==> config.mk <==
export PLATFORM = sky130hd
export DESIGN_NAME = irq_ctrl
export DESIGN_NICKNAME = d
export VERILOG_FILES = /design/src/rtl/irq_pkg.sv /design/src/rtl/irq_bit_bank.sv /design/src/rtl/irq_prio_pick.sv /design/src/rtl/irq_ctrl.sv
export SDC_FILE = /design/constraint.sdc
export NUM_CORES = 1
export LEC_CHECK = 0
export ABC_AREA = 1
export BUFFER_PORTS_ARGS = -buffer_cell sky130_fd_sc_hd__buf_2
export CAP_MARGIN = 40
export CORE_MARGIN = 3
export CORE_UTILIZATION = 35
export CTS_BUF_LIST = sky130_fd_sc_hd__clkbuf_2
export DETAILED_ROUTE_END_ITERATION = 10
export PLACE_DENSITY = 0.77
export REMOVE_ABC_BUFFERS = 1
export SYNTH_ARGS = -nofsm -noshare
export SYNTH_HDL_FRONTEND = slang
export SYNTH_SLANG_ARGS = --single-unit
==> constraint.sdc <==
create_clock -name clk_i -period 1.1 [get_ports clk_i]
set_input_delay 0 -clock clk_i [delete_from_list [all_inputs] [get_ports clk_i]]
set_output_delay 0 -clock clk_i [all_outputs]
set_load 0.01 [all_outputs]
==> src/rtl/irq_pkg.sv <==
package irq_pkg;
  localparam int unsigned NUM_SRC    = 5;
  localparam int unsigned ADDR_W     = 16;
  localparam int unsigned DATA_W     = 8;
  localparam int unsigned VEC_BASE   = 'h0040;
  localparam int unsigned VEC_STRIDE = 8;
  localparam logic [ADDR_W-1:0] FLAG_ADDR = 16'hFF0F;
  localparam logic [ADDR_W-1:0] MASK_ADDR = 16'hFFFF;
endpackage

==> src/rtl/irq_bit_bank.sv <==
module irq_bit_bank #(
  parameter int unsigned N = 5
) (
  input  logic         clk_i,
  input  logic         rst_ni,
  input  logic         wr_en_i,
  input  logic [N-1:0] wr_data_i,
  input  logic [N-1:0] clr_i,
  input  logic [N-1:0] set_i,
  output logic [N-1:0] bits_o
);
  logic [N-1:0] bits_q;

  // per bit: set > clear > write
  for (genvar i = 0; i < N; i++) begin : g_bit
    always_ff @(posedge clk_i or negedge rst_ni) begin
      if (!rst_ni)          bits_q[i] <= 1'b0;
      else if (set_i[i])    bits_q[i] <= 1'b1;
      else if (clr_i[i])    bits_q[i] <= 1'b0;
      else if (wr_en_i)     bits_q[i] <= wr_data_i[i];
    end
  end

  assign bits_o = bits_q;

  AST_SET_LANDS: assert property (@(posedge clk_i) disable iff (!rst_ni)
    (set_i != '0) |=> ((bits_q & $past(set_i)) == $past(set_i)));

  AST_BIT_STICKY: assert property (@(posedge clk_i) disable iff (!rst_ni)
    (!wr_en_i && clr_i == '0) |=> ((bits_q & $past(bits_q)) == $past(bits_q)));
endmodule

==> src/rtl/irq_prio_pick.sv <==
module irq_prio_pick #(
  parameter int unsigned N = 5,
  localparam int unsigned IDX_W = (N > 1) ? $clog2(N) : 1
) (
  input  logic             clk_i,
  input  logic             rst_ni,
  input  logic [N-1:0]     pend_i,
  output logic [N-1:0]     grant_o,
  output logic [IDX_W-1:0] idx_o,
  output logic             any_o
);
  always_comb begin
    grant_o = '0;
    idx_o   = '0;
    for (int i = N - 1; i >= 0; i--) begin
      if (pend_i[i]) begin
        grant_o    = '0;
        grant_o[i] = 1'b1;
        idx_o      = IDX_W'(i);
      end
    end
  end

  assign any_o = |pend_i;

  AST_GRANT_ONEHOT: assert property (@(posedge clk_i) disable iff (!rst_ni)
    $onehot0(grant_o) && ((grant_o != '0) == (pend_i != '0)));

  AST_GRANT_LOWEST: assert property (@(posedge clk_i) disable iff (!rst_ni)
    (grant_o != '0) |-> ((((grant_o - 1'b1) & pend_i) == '0) && ((grant_o & pend_i) == grant_o)));
endmodule

==> src/rtl/irq_ctrl.sv <==
module irq_ctrl
  import irq_pkg::*;
#(
  parameter int unsigned N_SRC  = NUM_SRC,
  parameter int unsigned AW     = ADDR_W,
  parameter int unsigned DW     = DATA_W,
  parameter int unsigned V_BASE = VEC_BASE,
  parameter int unsigned V_STEP = VEC_STRIDE,
  parameter logic [AW-1:0] F_ADDR = FLAG_ADDR,
  parameter logic [AW-1:0] M_ADDR = MASK_ADDR
) (
  input  logic             clk_i,
  input  logic             rst_ni,
  input  logic [N_SRC-1:0] src_req_i,
  input  logic [AW-1:0]    bus_addr_i,
  input  logic             bus_wr_i,
  input  logic [DW-1:0]    bus_wdata_i,
  output logic [DW-1:0]    bus_rdata_o,
  input  logic             ime_set_i,
  input  logic             ime_clr_i,
  input  logic             irq_ack_i,
  output logic             irq_req_o,
  output logic [AW-1:0]    irq_vec_o,
  output logic             wake_o
);
  localparam int unsigned IDX_W   = (N_SRC > 1) ? $clog2(N_SRC) : 1;
  localparam int unsigned PAD_W   = DW - N_SRC;
  localparam int unsigned V_LAST  = V_BASE + (N_SRC - 1) * V_STEP;

  logic [N_SRC-1:0] flag_q, mask_q, pend, grant, ack_clr;
  logic [IDX_W-1:0] idx;
  logic             any_pend, ime_q, take;
  logic             wr_flag, wr_mask;
  logic             unused_wdata;

  assign unused_wdata = ^bus_wdata_i[DW-1:N_SRC];

  assign wr_flag = bus_wr_i && (bus_addr_i == F_ADDR);
  assign wr_mask = bus_wr_i && (bus_addr_i == M_ADDR);
  assign take    = irq_ack_i && irq_req_o;
  assign ack_clr = take ? grant : '0;

  irq_bit_bank #(.N(N_SRC)) i_flags (
    .clk_i     (clk_i),
    .rst_ni    (rst_ni),
    .wr_en_i   (wr_flag),
    .wr_data_i (bus_wdata_i[N_SRC-1:0]),
    .clr_i     (ack_clr),
    .set_i     (src_req_i),
    .bits_o    (flag_q)
  );

  irq_bit_bank #(.N(N_SRC)) i_mask (
    .clk_i     (clk_i),
    .rst_ni    (rst_ni),
    .wr_en_i   (wr_mask),
    .wr_data_i (bus_wdata_i[N_SRC-1:0]),
    .clr_i     ('0),
    .set_i     ('0),
    .bits_o    (mask_q)
  );

  assign pend = flag_q & mask_q;

  irq_prio_pick #(.N(N_SRC)) i_pick (
    .clk_i   (clk_i),
    .rst_ni  (rst_ni),
    .pend_i  (pend),
    .grant_o (grant),
    .idx_o   (idx),
    .any_o   (any_pend)
  );

  // master enable: service and disable beat enable
  always_ff @(posedge clk_i or negedge rst_ni) begin
    if (!rst_ni)                ime_q <= 1'b0;
    else if (take || ime_clr_i) ime_q <= 1'b0;
    else if (ime_set_i)         ime_q <= 1'b1;
  end

  assign wake_o    = any_pend;
  assign irq_req_o = ime_q && any_pend;
  assign irq_vec_o = irq_req_o ? AW'(V_BASE + int'(idx) * V_STEP) : '0;

  always_comb begin
    bus_rdata_o = '0;
    if (bus_addr_i == F_ADDR)      bus_rdata_o = {{PAD_W{1'b1}}, flag_q};
    else if (bus_addr_i == M_ADDR) bus_rdata_o = {{PAD_W{1'b1}}, mask_q};
  end

  AST_REQ_NEEDS_WAKE: assert property (@(posedge clk_i) disable iff (!rst_ni)
    irq_req_o |-> wake_o);

  AST_VEC_IN_TABLE: assert property (@(posedge clk_i) disable iff (!rst_ni)
    irq_req_o |-> (irq_vec_o >= AW'(V_BASE) && irq_vec_o <= AW'(V_LAST) && irq_vec_o[2:0] == 3'b000));

  AST_ACK_DROPS_REQ: assert property (@(posedge clk_i) disable iff (!rst_ni)
    take |=> !irq_req_o);

  AST_IME_ON: assert property (@(posedge clk_i) disable iff (!rst_ni)
    (ime_set_i && !ime_clr_i && !take && any_pend && (flag_q & mask_q) != '0 && !wr_flag && !wr_mask)
      |=> irq_req_o);
endmodule

==> summary.txt, run 1 <==
CTS
  – Total CTS buffers: 3
  – CTS tree: built
  – H-tree levels: 1
  – CTS clk-pin slew, worst paths: 0.11 ns
  – Worst skew pair latency: 0.25 ns
  – CTS Sinks: 11
  – Longest Clk Path Bufs: 2
  – CTS root buf: clkbuf_2

Worst setup path
  – Crit path kind: flop to output pin
  – Crit. End Element: output pin
  – Worst R2R Path Depth: 8
  – R2R Path End: i_flags.bits_o[2]$_DFFE_PN0P_
  – CP Max Fanout: 3
  – Setup slack, reg-to-reg: -0.12 ns
  – Worst Path Required: 1.10 ns
  – Startpoint types: flop
  – CP arrival: 1.35 ns
  – Critical R2R Launch: i_flags.bits_o[2]$_DFFE_PN0P_
  – CP startpoint: i_flags.bits_o[2]$_DFFE_PN0P_

Floorplan
  – Core ar.: 2810 sq um
  – Site Rows: 19
  – Io pins: 61
  – Die extent in x: 60.8 um
  – Die height: 60.8 um
  – Die area: 3700 sq um
  – Initial Util: 37.5%

Timing
  – Final Cycle Share: 123%
  – Unrepaired setup endpoints after global routing: yes
  – Final hold slack: 0.00896 ns
  – Max Clock Freq: 0.739 GHz
  – Tmin final: 1.35 ns
  – Max-slew violations: 0
  – Setup Skew: 0.00667 ns
  – # setup viols final: 13
  – Final hold violation count: 0
  – Worst setup margin: -0.253 ns

Placement
  – DP Wirelength: 2280 um
  – Dpl cell area: 1370 sq um
  – Port bufs: 45
  – Placer Congestion: 0.849
  – Dpl cells: 249

Finish
  – Finished Cell Area: 1620 sq um
  – Layout Nets: 272
  – Synthesis-to-layout area growth: 53.9%
  – Diodes inserted: 0
  – Final Non-Filler Cells: 267
  – Layout cells sized above 1: 46.6%
  – Core Util, Final: 57.7%

Logic synthesis
  – Post-synthesis sequential area ratio: 26.2%
  – Top cells by count, synth: nand2_1 (49), nand3_1 (20), buf_4 (16)
  – Post-synth top area cell: dfrtp_1
  – Largest family of logic cells by synthesized area: simple AND/OR/NAND/NOR gates
  – Most common cell in the netlist: nand2_1
  – Post-Synth XOR/XNOR Area: 0%
  – Compound-Gate Fraction of Synth Area: 3.81%
  – Ys async rst share: 100%
  – Avg Cell Area, Syn: 6.53 sq um
  – Top cells by area, synth: dfrtp_1 (26%), nand2_1 (18%), buf_4 (11%)
  – Top_reg_cell synth: dfrtp_1
  – Multiplexer area fraction after synthesis: 0%
  – Synth Area in Simple Gates: 49.3%
  – EDFF count, synth: 0
  – Adder-cell share of the synthesized area: 0%
  – Synth Register Bits: 11
  – Cell variety after synth: 20
  – Syn. warnings: 0
  – Post-Syn Instances: 161
  – Mapped cell area: 1050 sq um
  – Synth top area share: 26.2%

Power
  – Pleak: 0.000994 uW
  – Clock Power Share: 27.1%
  – Peak VDD IR: 0.442 mV
  – Sequential Power Share: 50.0%
  – Sw Pwr: 249 uW
  – Logic pwr share: 22.9%
  – Switch share: 29.3%
  – P_int: 600 uW
  – PD cells: 524 nW/um^2

Drt
  – Antenna-violating nets left: 0
  – Drt first pass iters: 4
  – Drt first-iter violations: 36
  – DRC viols: 0
  – Vias per cell: 4.71
  – WL/cell: 10.7 um
  – Vias: 1258
  – Drt total wl: 2870 um

GRT
  – Grt total ovfl: 0
  – First-pass GRT wire length: 4440 um
  – Number of global-route vias before repair: 1099
  – Largest net degree at the start of global routing: 12
  – Total track usage: 15.3%
  – Initial antenna violation count: 0

Outcome
  – Failing checks: setup timing
  – Status: finished, violations left

Job
  – Max Cap Viol: 0

Min path
  – Hold_sp: bus_wdata_i[1]
  – Hold Path Class: input pin to flop
  – WHS Path Cells: 3
  – End of the worst hold path: i_mask.bits_o[1]$_DFFE_PN0P_
what timing repair did:
item / CTS / global route
pin swaps: 4 / 5
hold buffers: 7 / 1
resized for setup: 8 / 24
endpoints found under the setup margin: 12 / 20
buffers inserted: 4 / 4
hold endpoints to repair: 17 / 1
area by class of cell:
class / instances / area, sq um
Clock buffer: 4 / 20.0
Fill cell: 279 / 1190
Inverter: 23 / 91.3
Multi-Input combinational cell: 121 / 673
Sequential cell: 11 / 275
Tap cell: 31 / 38.8
Timing Repair Buffer: 77 / 519
cell usage in the layout, fill, tap and decap left out:
cell,count
buf_6,7
inv_1,12
o21ai_2,3
inv_2,9
o21ai_1,1
buf_4,20
dlygate4sd3_1,8
nor2_8,2
a211oi_2,1
nor2_2,2
nor2_4,1
conb_1,12
nand4_1,11
inv_4,2
clkbuf_2,4
nand3_1,17
nor4_1,1
a21oi_2,1
nand2_1,43
nand3_2,3
nand2_4,6
nand3_4,1
nor2_1,10
buf_2,42
dfrtp_1,11
nand2_2,6
worst max path at each step:
| stage | cells past startpoint | to | slack, ns |
|---|---|---|---|
| global placement | 8 | i_flags.bits_o[4]$_DFFE_PN0P_ | -0.03 |
| CTS | 7 | irq_vec_o[5] | -0.25 |
| detailed placement | 9 | i_flags.bits_o[0]$_DFFE_PN0P_ | -0.07 |
| global route | 7 | irq_vec_o[5] | -0.33 |
| floorplan | 6 | bus_rdata_o[5] | -0.14 |
| finish | 5 | irq_vec_o[5] | -0.25 |
flip-flops by register name, indices dropped and copies added, names as in the netlist:
name / count
i_flags.bits_o: 5
i_mask.bits_o: 5
ime_q: 1
cells by family (layout without fill, tap and decap cells):
kind of cell | count (synthesis) | in the layout
simple gates | 103 | 103
compound gates | 6 | 6
other cells | 1 | 12
buf+inv | 40 | 104
flops | 11 | 11
stage by stage:
stage	worst slack [ns]	total power, uW	setup TNS [ns]
global route	-0.327	894	-2.90
detailed placement	-0.0672	598	-0.149
CTS	-0.250	845	-1.51
finish	-0.253	848	-1.76
global placement	-0.0260	596	-0.0515
floorplan	-0.145	503	-0.551
critical path, cell delays in order, from the launching register on:
cell,delay (ns)
dfrtp_1,0.41
nand2_2,0.10
nand2_2,0.08
buf_4,0.14
nor4_1,0.20
buf_2,0.17
routing by layer:
metal / part of all wire, % / vias up / global-route usage, %
li1: - / 635 / -
met1: 43 / 559 / 20.7
met2: 48 / 60 / 26.7
met3: 8.4 / 4 / 1.49
met4: 0.63 / 0 / 2.79
met5: 0 / - / 0
power by group through the flow:
| stage | logic [uW] | clock network [uW] | registers [uW] |
|---|---|---|---|
| after floorplan | 73.6 | 0 | 429 |
| after global routing | 220 | 248 | 426 |
| after CTS | 188 | 234 | 423 |
| after detailed placement | 168 | 0 | 430 |
| after global placement | 166 | 0 | 430 |
| final | 194 | 230 | 425 |
Power figures use the tool's default switching activity.
==> run 2, diff against run 1 <==
--- a/config.mk
+++ b/config.mk
@@ -5,15 +5,16 @@
 export SDC_FILE = /design/constraint.sdc
 export NUM_CORES = 1
 export LEC_CHECK = 0
-export ABC_AREA = 1
+export ABC_AREA = 0
 export BUFFER_PORTS_ARGS = -buffer_cell sky130_fd_sc_hd__buf_2
 export CAP_MARGIN = 40
 export CORE_MARGIN = 3
 export CORE_UTILIZATION = 35
 export CTS_BUF_LIST = sky130_fd_sc_hd__clkbuf_2
 export DETAILED_ROUTE_END_ITERATION = 10
-export PLACE_DENSITY = 0.77
+export PLACE_DENSITY = 0.81
 export REMOVE_ABC_BUFFERS = 1
 export SYNTH_ARGS = -nofsm -noshare
 export SYNTH_HDL_FRONTEND = slang
 export SYNTH_SLANG_ARGS = --single-unit
+export TNS_END_PERCENT = 50
==> run 2 against run 1 <==
  * Wire length increased by 3.7%
  * Hold slack better by 0.029 ns
  * Combinational power down 10%
  * Setup slack worse by 0.055 ns
  * The run still ends with setup timing left
  * Sequential share of layout area rose by 1.9 points
  * Final area fell by 9.8%
  * Via count decreased by 20%
==> summary.txt, run 2 <==
Logic synthesis
  – Ys async rst share: 100% (unchanged)
  – Most common cell in the netlist: buf_4 (was nand2_1)
  – Syn. warnings: 0 (unchanged)
  – EDFF count, synth: 0 (unchanged)
  – Top cells by count, synth: buf_4 (15), dfrtp_1 (11), nor2_1 (11) (was nand2_1 (49), nand3_1 (20), buf_4 (16))
  – Post-synth top area cell: dfrtp_1 (unchanged)
  – Synth top area share: 32.2% (was 26.2%)
  – Post-Syn Instances: 95 (was 161)
  – Post-synthesis sequential area ratio: 32.2% (was 26.2%)
  – Cell variety after synth: 32 (was 20)
  – Top cells by area, synth: dfrtp_1 (32%), buf_4 (13%), mux2_2 (6.6%) (was dfrtp_1 (26%), nand2_1 (18%), buf_4 (11%))
  – Avg Cell Area, Syn: 9.00 sq um (was 6.53 sq um)
  – Mapped cell area: 855 sq um (was 1050 sq um)
  – Synth Register Bits: 11 (unchanged)
  – Top_reg_cell synth: dfrtp_1 (unchanged)

Power
  – Sequential Power Share: 50.3% (was 50.0%)
  – Logic pwr share: 21.4% (was 22.9%)
  – Clock Power Share: 28.4% (was 27.1%)
  – Pleak: 0.000730 uW (was 0.000994 uW)
  – Switch share: 27.0% (was 29.3%)
  – Peak VDD IR: 0.515 mV (was 0.442 mV)
  – P_int: 594 uW (was 600 uW)
  – Sw Pwr: 220 uW (was 249 uW)
  – Total chip power: 814 uW (was 848 uW)
  – PD cells: 558 nW/um^2 (was 524 nW/um^2)

GRT
  – Total track usage: 18.0% (was 15.3%)
  – Grt met3 use: 2.57% (was 1.49%)
  – Largest net degree at the start of global routing: 12 (unchanged)
  – Initial antenna violation count: 0 (unchanged)
  – First-pass GRT wire length: 4530 um (was 4440 um)
  – Number of global-route vias before repair: 1021 (was 1099)
  – Most used routing layer: met2 (unchanged)
  – M1 GR Usage: 18.9% (was 20.7%)
  – GRT met2 Usage: 35.1% (was 26.7%)
  – Grt total ovfl: 0 (unchanged)

Timing
  – Final hold slack: 0.0382 ns (was 0.00896 ns)
  – # setup viols final: 17 (was 13)
  – Max Clock Freq: 0.710 GHz (was 0.739 GHz)
  – Final hold violation count: 0 (unchanged)
  – Tmin final: 1.41 ns (was 1.35 ns)
  – Unrepaired setup endpoints after global routing: yes (unchanged)
  – Final Cycle Share: 128% (was 123%)
  – Setup Skew: 0.0137 ns (was 0.00667 ns)
  – Worst setup margin: -0.308 ns (was -0.253 ns)
  – Max-slew violations: 0 (unchanged)

CTS
  – Longest Clk Path Bufs: 2 (unchanged)
  – CTS root buf: clkbuf_2 (unchanged)
  – Worst skew pair latency: 0.25 ns (about the same)
  – CTS clk-pin slew, worst paths: 0.12 ns (was 0.11 ns)
  – CTS tree: built (unchanged)
  – CTS Sinks: 11 (unchanged)
  – H-tree levels: 1 (unchanged)
  – Total CTS buffers: 3 (unchanged)

Drt
  – WL/cell: 15.0 um (was 10.7 um)
  – DRC viols: 0 (unchanged)
  – Drt first pass iters: 4 (unchanged)
  – Drt first-iter violations: 22 (was 36)
  – Vias per cell: 5.06 (was 4.71)
  – Antenna-violating nets left: 0 (unchanged)
  – Drt total wl: 2980 um (was 2870 um)
  – Vias: 1007 (was 1258)

Worst setup path
  – CP Max Fanout: 4 (was 3)
  – Worst Path Required: 1.10 ns (about the same)
  – Crit path kind: flop to output pin (unchanged)
  – Crit-path max cell delay: 0.41 ns (about the same)
  – Crit. End Element: output pin (unchanged)
  – Crit-path slowest cell: dfrtp_1 (unchanged)
  – Startpoint types: flop (unchanged)
  – Critical Path, Cell by Cell: a22oi_2 > buf_6 > nand3_4 > nand2_4 > a221oi_2 > buf_2 (was nand2_2 > nand2_2 > buf_4 > nor4_1 > buf_2)
  – Critical path's top delay family: flip-flops (unchanged)
  – CP arrival: 1.41 ns (was 1.35 ns)
  – WP buf/inv: 2 (unchanged)

Floorplan
  – Initial Util: 37.9% (was 37.5%)
  – Die area: 3070 sq um (was 3700 sq um)
  – Core ar.: 2250 sq um (was 2810 sq um)
  – Die extent in x: 55.4 um (was 60.8 um)
  – Site Rows: 17 (was 19)
  – Die height: 55.4 um (was 60.8 um)
  – Io pins: 61 (unchanged)

Outcome
  – Failing checks: setup timing (unchanged)
  – Status: finished, violations left (unchanged)

Placement
  – Dpl cell area: 1180 sq um (was 1370 sq um)
  – Port bufs: 45 (unchanged)
  – DP Wirelength: 2040 um (was 2280 um)
  – Dpl cells: 179 (was 249)
  – Worst slack at placement: -0.298 ns (was -0.0672 ns)
  – Placer Congestion: 0.893 (was 0.849)

Min path
  – Hold Path Class: input pin to flop (unchanged)

Finish
  – # fillers: 177 (was 279)
  – Layout cells sized above 1: 58.5% (was 46.6%)
  – Commonest cells after routing, fill and taps aside: buf_2 (45), buf_4 (15), conb_1 (12), dfrtp_1 (11) (was nand2_1 (43), buf_2 (42), buf_4 (20), nand3_1 (17))
  – Most common cell after layout, fill and taps aside: buf_2 (was nand2_1)
  – Diodes inserted: 0 (unchanged)
  – Finished Cell Area: 1460 sq um (was 1620 sq um)
  – Final Non-Filler Cells: 199 (was 267)
  – Synthesis-to-layout area growth: 70.7% (was 53.9%)
  – Layout Nets: 207 (was 272)

Job
  – Max Cap Viol: 0 (unchanged)
-- run 2: cell count changes after synthesis, sizes merged, moves of 4 or more --
cell / delta
a22oi: +7
nor2: -4
mux2: +5
inv: -21
o21ai: -4
nand2: -46
nand3: -19
nand4: -6
-- run 2: kinds of logic (layout without fill, tap and decap cells) --
kind of cell           Yosys count  count (layout)  share of synthesized area (%)
AND/OR/NAND/NOR                 40              40                           28.4
buffers and inverters           20              85                           15.5
AO/OA/AOI/OAI                   18              18                           16.8
flip-flops                      11              11                           32.2
multiplexers                     5               5                           6.59
other                            1              12                          0.439
-- run 2: repair_timing --
action                                  in CTS  in global routing
hold buffers                                10                  0
pin swaps                                    8                  5
endpoints found under the setup margin      18                 17
hold endpoints to repair                    20                  0
setup buffers                                3                  3
gates resized for setup                     16                 10
-- run 2: routing by layer --
metal  vias up  part of all wire, %
met3         4                  5.6
met5         -                    0
li1        476                    -
met2        41                   54
met1       486                   38
met4         0                  1.6
-- run 2: worst paths after layout --
| check | startpoint | to | slack (ns) | cells past startpoint |
|---|---|---|---|---|
| worst max-delay path | i_mask.bits_o[0]$_DFFE_PN0P_ | irq_vec_o[3] | -0.31 | 6 |
| worst min-delay path | ime_set_i | ime_q$_DFFE_PN0P_ | 0.04 | 3 |
| worst max register to register | i_mask.bits_o[0]$_DFFE_PN0P_ | ime_q$_DFFE_PN0P_ | -0.28 | 6 |
| worst min register to register | i_flags.bits_o[3]$_DFFE_PN0P_ | i_flags.bits_o[3]$_DFFE_PN0P_ | 0.63 | 1 |
| max in group asynchronous | rst_ni | i_mask.bits_o[2]$_DFFE_PN0P_ | 0.75 | 2 |
| min in group asynchronous | rst_ni | ime_q$_DFFE_PN0P_ | 0.12 | 2 |
-- run 2: worst min-delay path, cell delays in order --
cell	delay [ns]
buf_2	0.10
nor2_1	0.11
a211oi_2	0.06
-- run 2: layout make-up --
cell class	instances	area (sq um)	area share [%]
sequential	11	275	18.9
tap	28	35.0	2.40
inverter	2	7.51	0.515
timing repair buffer	79	548	37.6
multi-input combinational	75	573	39.3
clock buffer	4	20.0	1.37
-- run 2: metrics by stage --
step / utilization [%] / setup TNS (ns)
after CTS: 61.9 / -2.51
final: 64.7 / -3.08
after global placement: 52.3 / -1.30
after global routing: 64.7 / -4.11
after floorplan: - / -2.08
after detailed placement: 52.3 / -1.88
-- run 2: power groups by stage --
stage | clock network, uW | logic, uW | registers, uW
floorplan | 0 | 43.4 | 417
global placement | 0 | 131 | 416
detailed placement | 0 | 135 | 416
CTS | 238 | 169 | 408
global route | 252 | 189 | 409
finish | 231 | 174 | 409
==> run 3, diff against run 2 <==
--- a/config.mk
+++ b/config.mk
@@ -6,13 +6,13 @@
 export NUM_CORES = 1
 export LEC_CHECK = 0
 export ABC_AREA = 0
-export BUFFER_PORTS_ARGS = -buffer_cell sky130_fd_sc_hd__buf_2
 export CAP_MARGIN = 40
-export CORE_MARGIN = 3
+export CORE_MARGIN = 2
 export CORE_UTILIZATION = 35
 export CTS_BUF_LIST = sky130_fd_sc_hd__clkbuf_2
 export DETAILED_ROUTE_END_ITERATION = 10
-export PLACE_DENSITY = 0.81
+export DONT_BUFFER_PORTS = 1
+export PLACE_DENSITY = 0.59
 export REMOVE_ABC_BUFFERS = 1
 export SYNTH_ARGS = -nofsm -noshare
 export SYNTH_HDL_FRONTEND = slang
==> run 3 against run 2 <==
  * The flow still finishes with violations (setup timing)
  * Hold slack worse by 0.021 ns
  * Wire length down 20%
  * Combinational power down 32%
  * Setup slack better by 0.0043 ns
  * Cell count down 19%
  * First-iteration DRC count down 68%
  * Clock power about the same
  * Sequential share of layout area up 3.6 points
  * Register-to-register slack worse by 0.02 ns
  * Non-clock buffer count down 38
  * Critical endpoint is now i_flags.bits_o[3]$_DFFE_PN0P_
  * Largest cell class unchanged
  * Highest routed layer unchanged
==> summary.txt, run 3 (same netlist as run 2, synthesis figures left out) <==
Placement
  – Dpl cell area: 986 sq um (was 1180 sq um)
  – Port bufs: 0 (was 45)
  – Dpl cells: 140 (was 179)
  – Placer Congestion: 0.868 (was 0.893)
  – Worst slack at placement: -0.287 ns (was -0.298 ns)
  – DP Wirelength: 1770 um (was 2040 um)

Timing
  – Worst setup margin: -0.304 ns (was -0.308 ns)
  – Unrepaired setup endpoints after global routing: yes (unchanged)
  – Setup Skew: 0.00101 ns (was 0.0137 ns)
  – Final hold violation count: 0 (unchanged)
  – Final Cycle Share: 128% (about the same)
  – Pin slew with the least headroom to its limit: 0.508 ns
  – Max Clock Freq: 0.712 GHz (was 0.710 GHz)
  – # setup viols final: 11 (was 17)
  – Max-slew violations: 0 (unchanged)
  – Slew headroom: 66.0%
  – Tmin final: 1.40 ns (was 1.41 ns)

Min path
  – WHS Path Cells: 2 (was 3)
  – Hold Path Class: input pin to flop (unchanged)

Outcome
  – Failing checks: setup timing (unchanged)
  – Status: finished, violations left (unchanged)

Drt
  – Drt first pass iters: 4 (unchanged)
  – Drt first-iter violations: 7 (was 22)
  – Antenna-violating nets left: 0 (unchanged)
  – DRC viols: 0 (unchanged)
  – Vias per cell: 5.18 (was 5.06)
  – Vias: 834 (was 1007)
  – WL/cell: 14.8 um (was 15.0 um)
  – Drt total wl: 2390 um (was 2980 um)

Floorplan
  – Die height: 53.4 um (was 55.4 um)
  – Site Rows: 17 (unchanged)
  – Die area: 2850 sq um (was 3070 sq um)
  – Core ar.: 2250 sq um (unchanged)
  – Io pins: 61 (unchanged)
  – Die extent in x: 53.4 um (was 55.4 um)
  – Initial Util: 37.9% (unchanged)

GRT
  – Total track usage: 19.2% (was 18.0%)
  – M1 GR Usage: 23.1% (was 18.9%)
  – Initial antenna violation count: 0 (unchanged)
  – First-pass GRT wire length: 3950 um (was 4530 um)
  – GRT met2 Usage: 32.7% (was 35.1%)
  – Most used routing layer: met2 (unchanged)
  – Grt total ovfl: 0 (unchanged)
  – Grt met3 use: 6.21% (was 2.57%)
  – Largest net degree at the start of global routing: 12 (unchanged)
  – Number of global-route vias before repair: 853 (was 1021)

Finish
  – Synthesis-to-layout area growth: 43.2% (was 70.7%)
  – Layout cells sized above 1: 39.1% (was 58.5%)
  – Layout Nets: 169 (was 207)
  – # fillers: 211 (was 177)
  – Area occupied by multi-input gates: 533 sq um (was 573 sq um)
  – Finished Cell Area: 1220 sq um (was 1460 sq um)
  – Final Non-Filler Cells: 161 (was 199)
  – Register area: 275 sq um (unchanged)
  – Most common cell after layout, fill and taps aside: buf_4 (was buf_2)
  – Diodes inserted: 0 (unchanged)
  – Commonest cells after routing, fill and taps aside: buf_4 (25), dlygate4sd3_1 (14), conb_1 (12), dfrtp_1 (11), nor2_1 (10) (was buf_2 (45), buf_4 (15), conb_1 (12), dfrtp_1 (11))
  – Core Util, Final: 54.3% (was 64.7%)

CTS
  – CTS clk-pin slew, worst paths: 0.11 ns (was 0.12 ns)
  – CTS tree: built (unchanged)
  – CTS root buf: clkbuf_2 (unchanged)
  – Worst skew pair latency: 0.25 ns (about the same)
  – CTS Sinks: 11 (unchanged)
  – Total CTS buffers: 3 (unchanged)
  – H-tree levels: 1 (unchanged)
  – Longest Clk Path Bufs: 2 (unchanged)

Worst setup path
  – Crit path kind: flop to flop (was flop to output pin)
  – Crit. End Element: flop (was output pin)
  – CP Max Fanout: 2 (was 4)
  – CP arrival: 1.56 ns (was 1.41 ns)
  – Startpoint types: flop (unchanged)
  – Worst R2R Path Depth: 4 (was 6)
  – Worst Path Required: 1.25 ns (was 1.10 ns)

Power
  – Pleak: 0.000544 uW (was 0.000730 uW)
  – Peak VDD IR: 0.517 mV (was 0.515 mV)
  – PD cells: 618 nW/um^2 (was 558 nW/um^2)

Job
  – Max Cap Viol: 0 (unchanged)
run 3: cell types whose count changed in the layout (fill, tap and decap cells not counted), moves of 4 or more:
cell / previous run / this run
dlygate4sd3_1: 10 / 14
buf_4: 15 / 25
buf_2: 45 / 0
a22oi_2: 7 / 2
a22oi_1: 0 / 5
buf_6: 8 / 2
run 3: metal layers:
metal	share of wire, %	vias to the layer above	routed length, um
met5	0	-	0
met4	1.6	0	38
met1	38	400	919
met2	53	30	1270
li1	-	400	-
met3	6.9	4	164
run 3: timing repair:
action                                 CTS  global route
endpoints found under the hold margin   22             0
hold buffers                            14             0
pin swaps                                4             0
gates resized for setup                 12             2
setup endpoints to repair               11            16
buffers inserted                         3             0
run 3: power by group:
part / internal (uW) / total (uW) / switching (uW)
Sequential: 407 / 408 / 1.25
Combinational: 57.3 / 118 / 60.3
Clock: 96.5 / 231 / 135
run 3: final timing paths:
check | slack (ns) | endpoint | from
max in group asynchronous | 0.63 | i_flags.bits_o[2]$_DFFE_PN0P_ | rst_ni
worst min register to register | 0.62 | i_mask.bits_o[4]$_DFFE_PN0P_ | i_mask.bits_o[4]$_DFFE_PN0P_
worst max register to register | -0.30 | i_flags.bits_o[3]$_DFFE_PN0P_ | i_flags.bits_o[0]$_DFFE_PN0P_
worst min-delay path | 0.02 | i_flags.bits_o[0]$_DFFE_PN0P_ | src_req_i[0]
worst max-delay path | -0.30 | i_flags.bits_o[3]$_DFFE_PN0P_ | i_flags.bits_o[0]$_DFFE_PN0P_
min in group asynchronous | 0.14 | ime_q$_DFFE_PN0P_ | rst_ni
run 3: cell type report:
class	instances	area share (%)
clock buffers	4	1.64
inverters	2	0.818
multi-input cells	75	43.6
flip-flops and latches	11	22.5
well taps	28	2.86
repair buffers	41	28.6
run 3: critical path, stage by stage (launching register included):
cell     delay [ns]
dfrtp_1        0.40
a22oi_2        0.23
nand4_1        0.14
and4_1         0.22
a311o_1        0.30
run 3: through the flow:
stage	power (uW)	hold slack, ns	TNS, ns
final	757	0.0172	-2.20
after global routing	796	0.00490	-3.40
after CTS	765	0.00408	-2.17
after detailed placement	479	-0.295	-1.24
after global placement	477	-0.295	-1.24
after floorplan	460	-0.296	-2.08
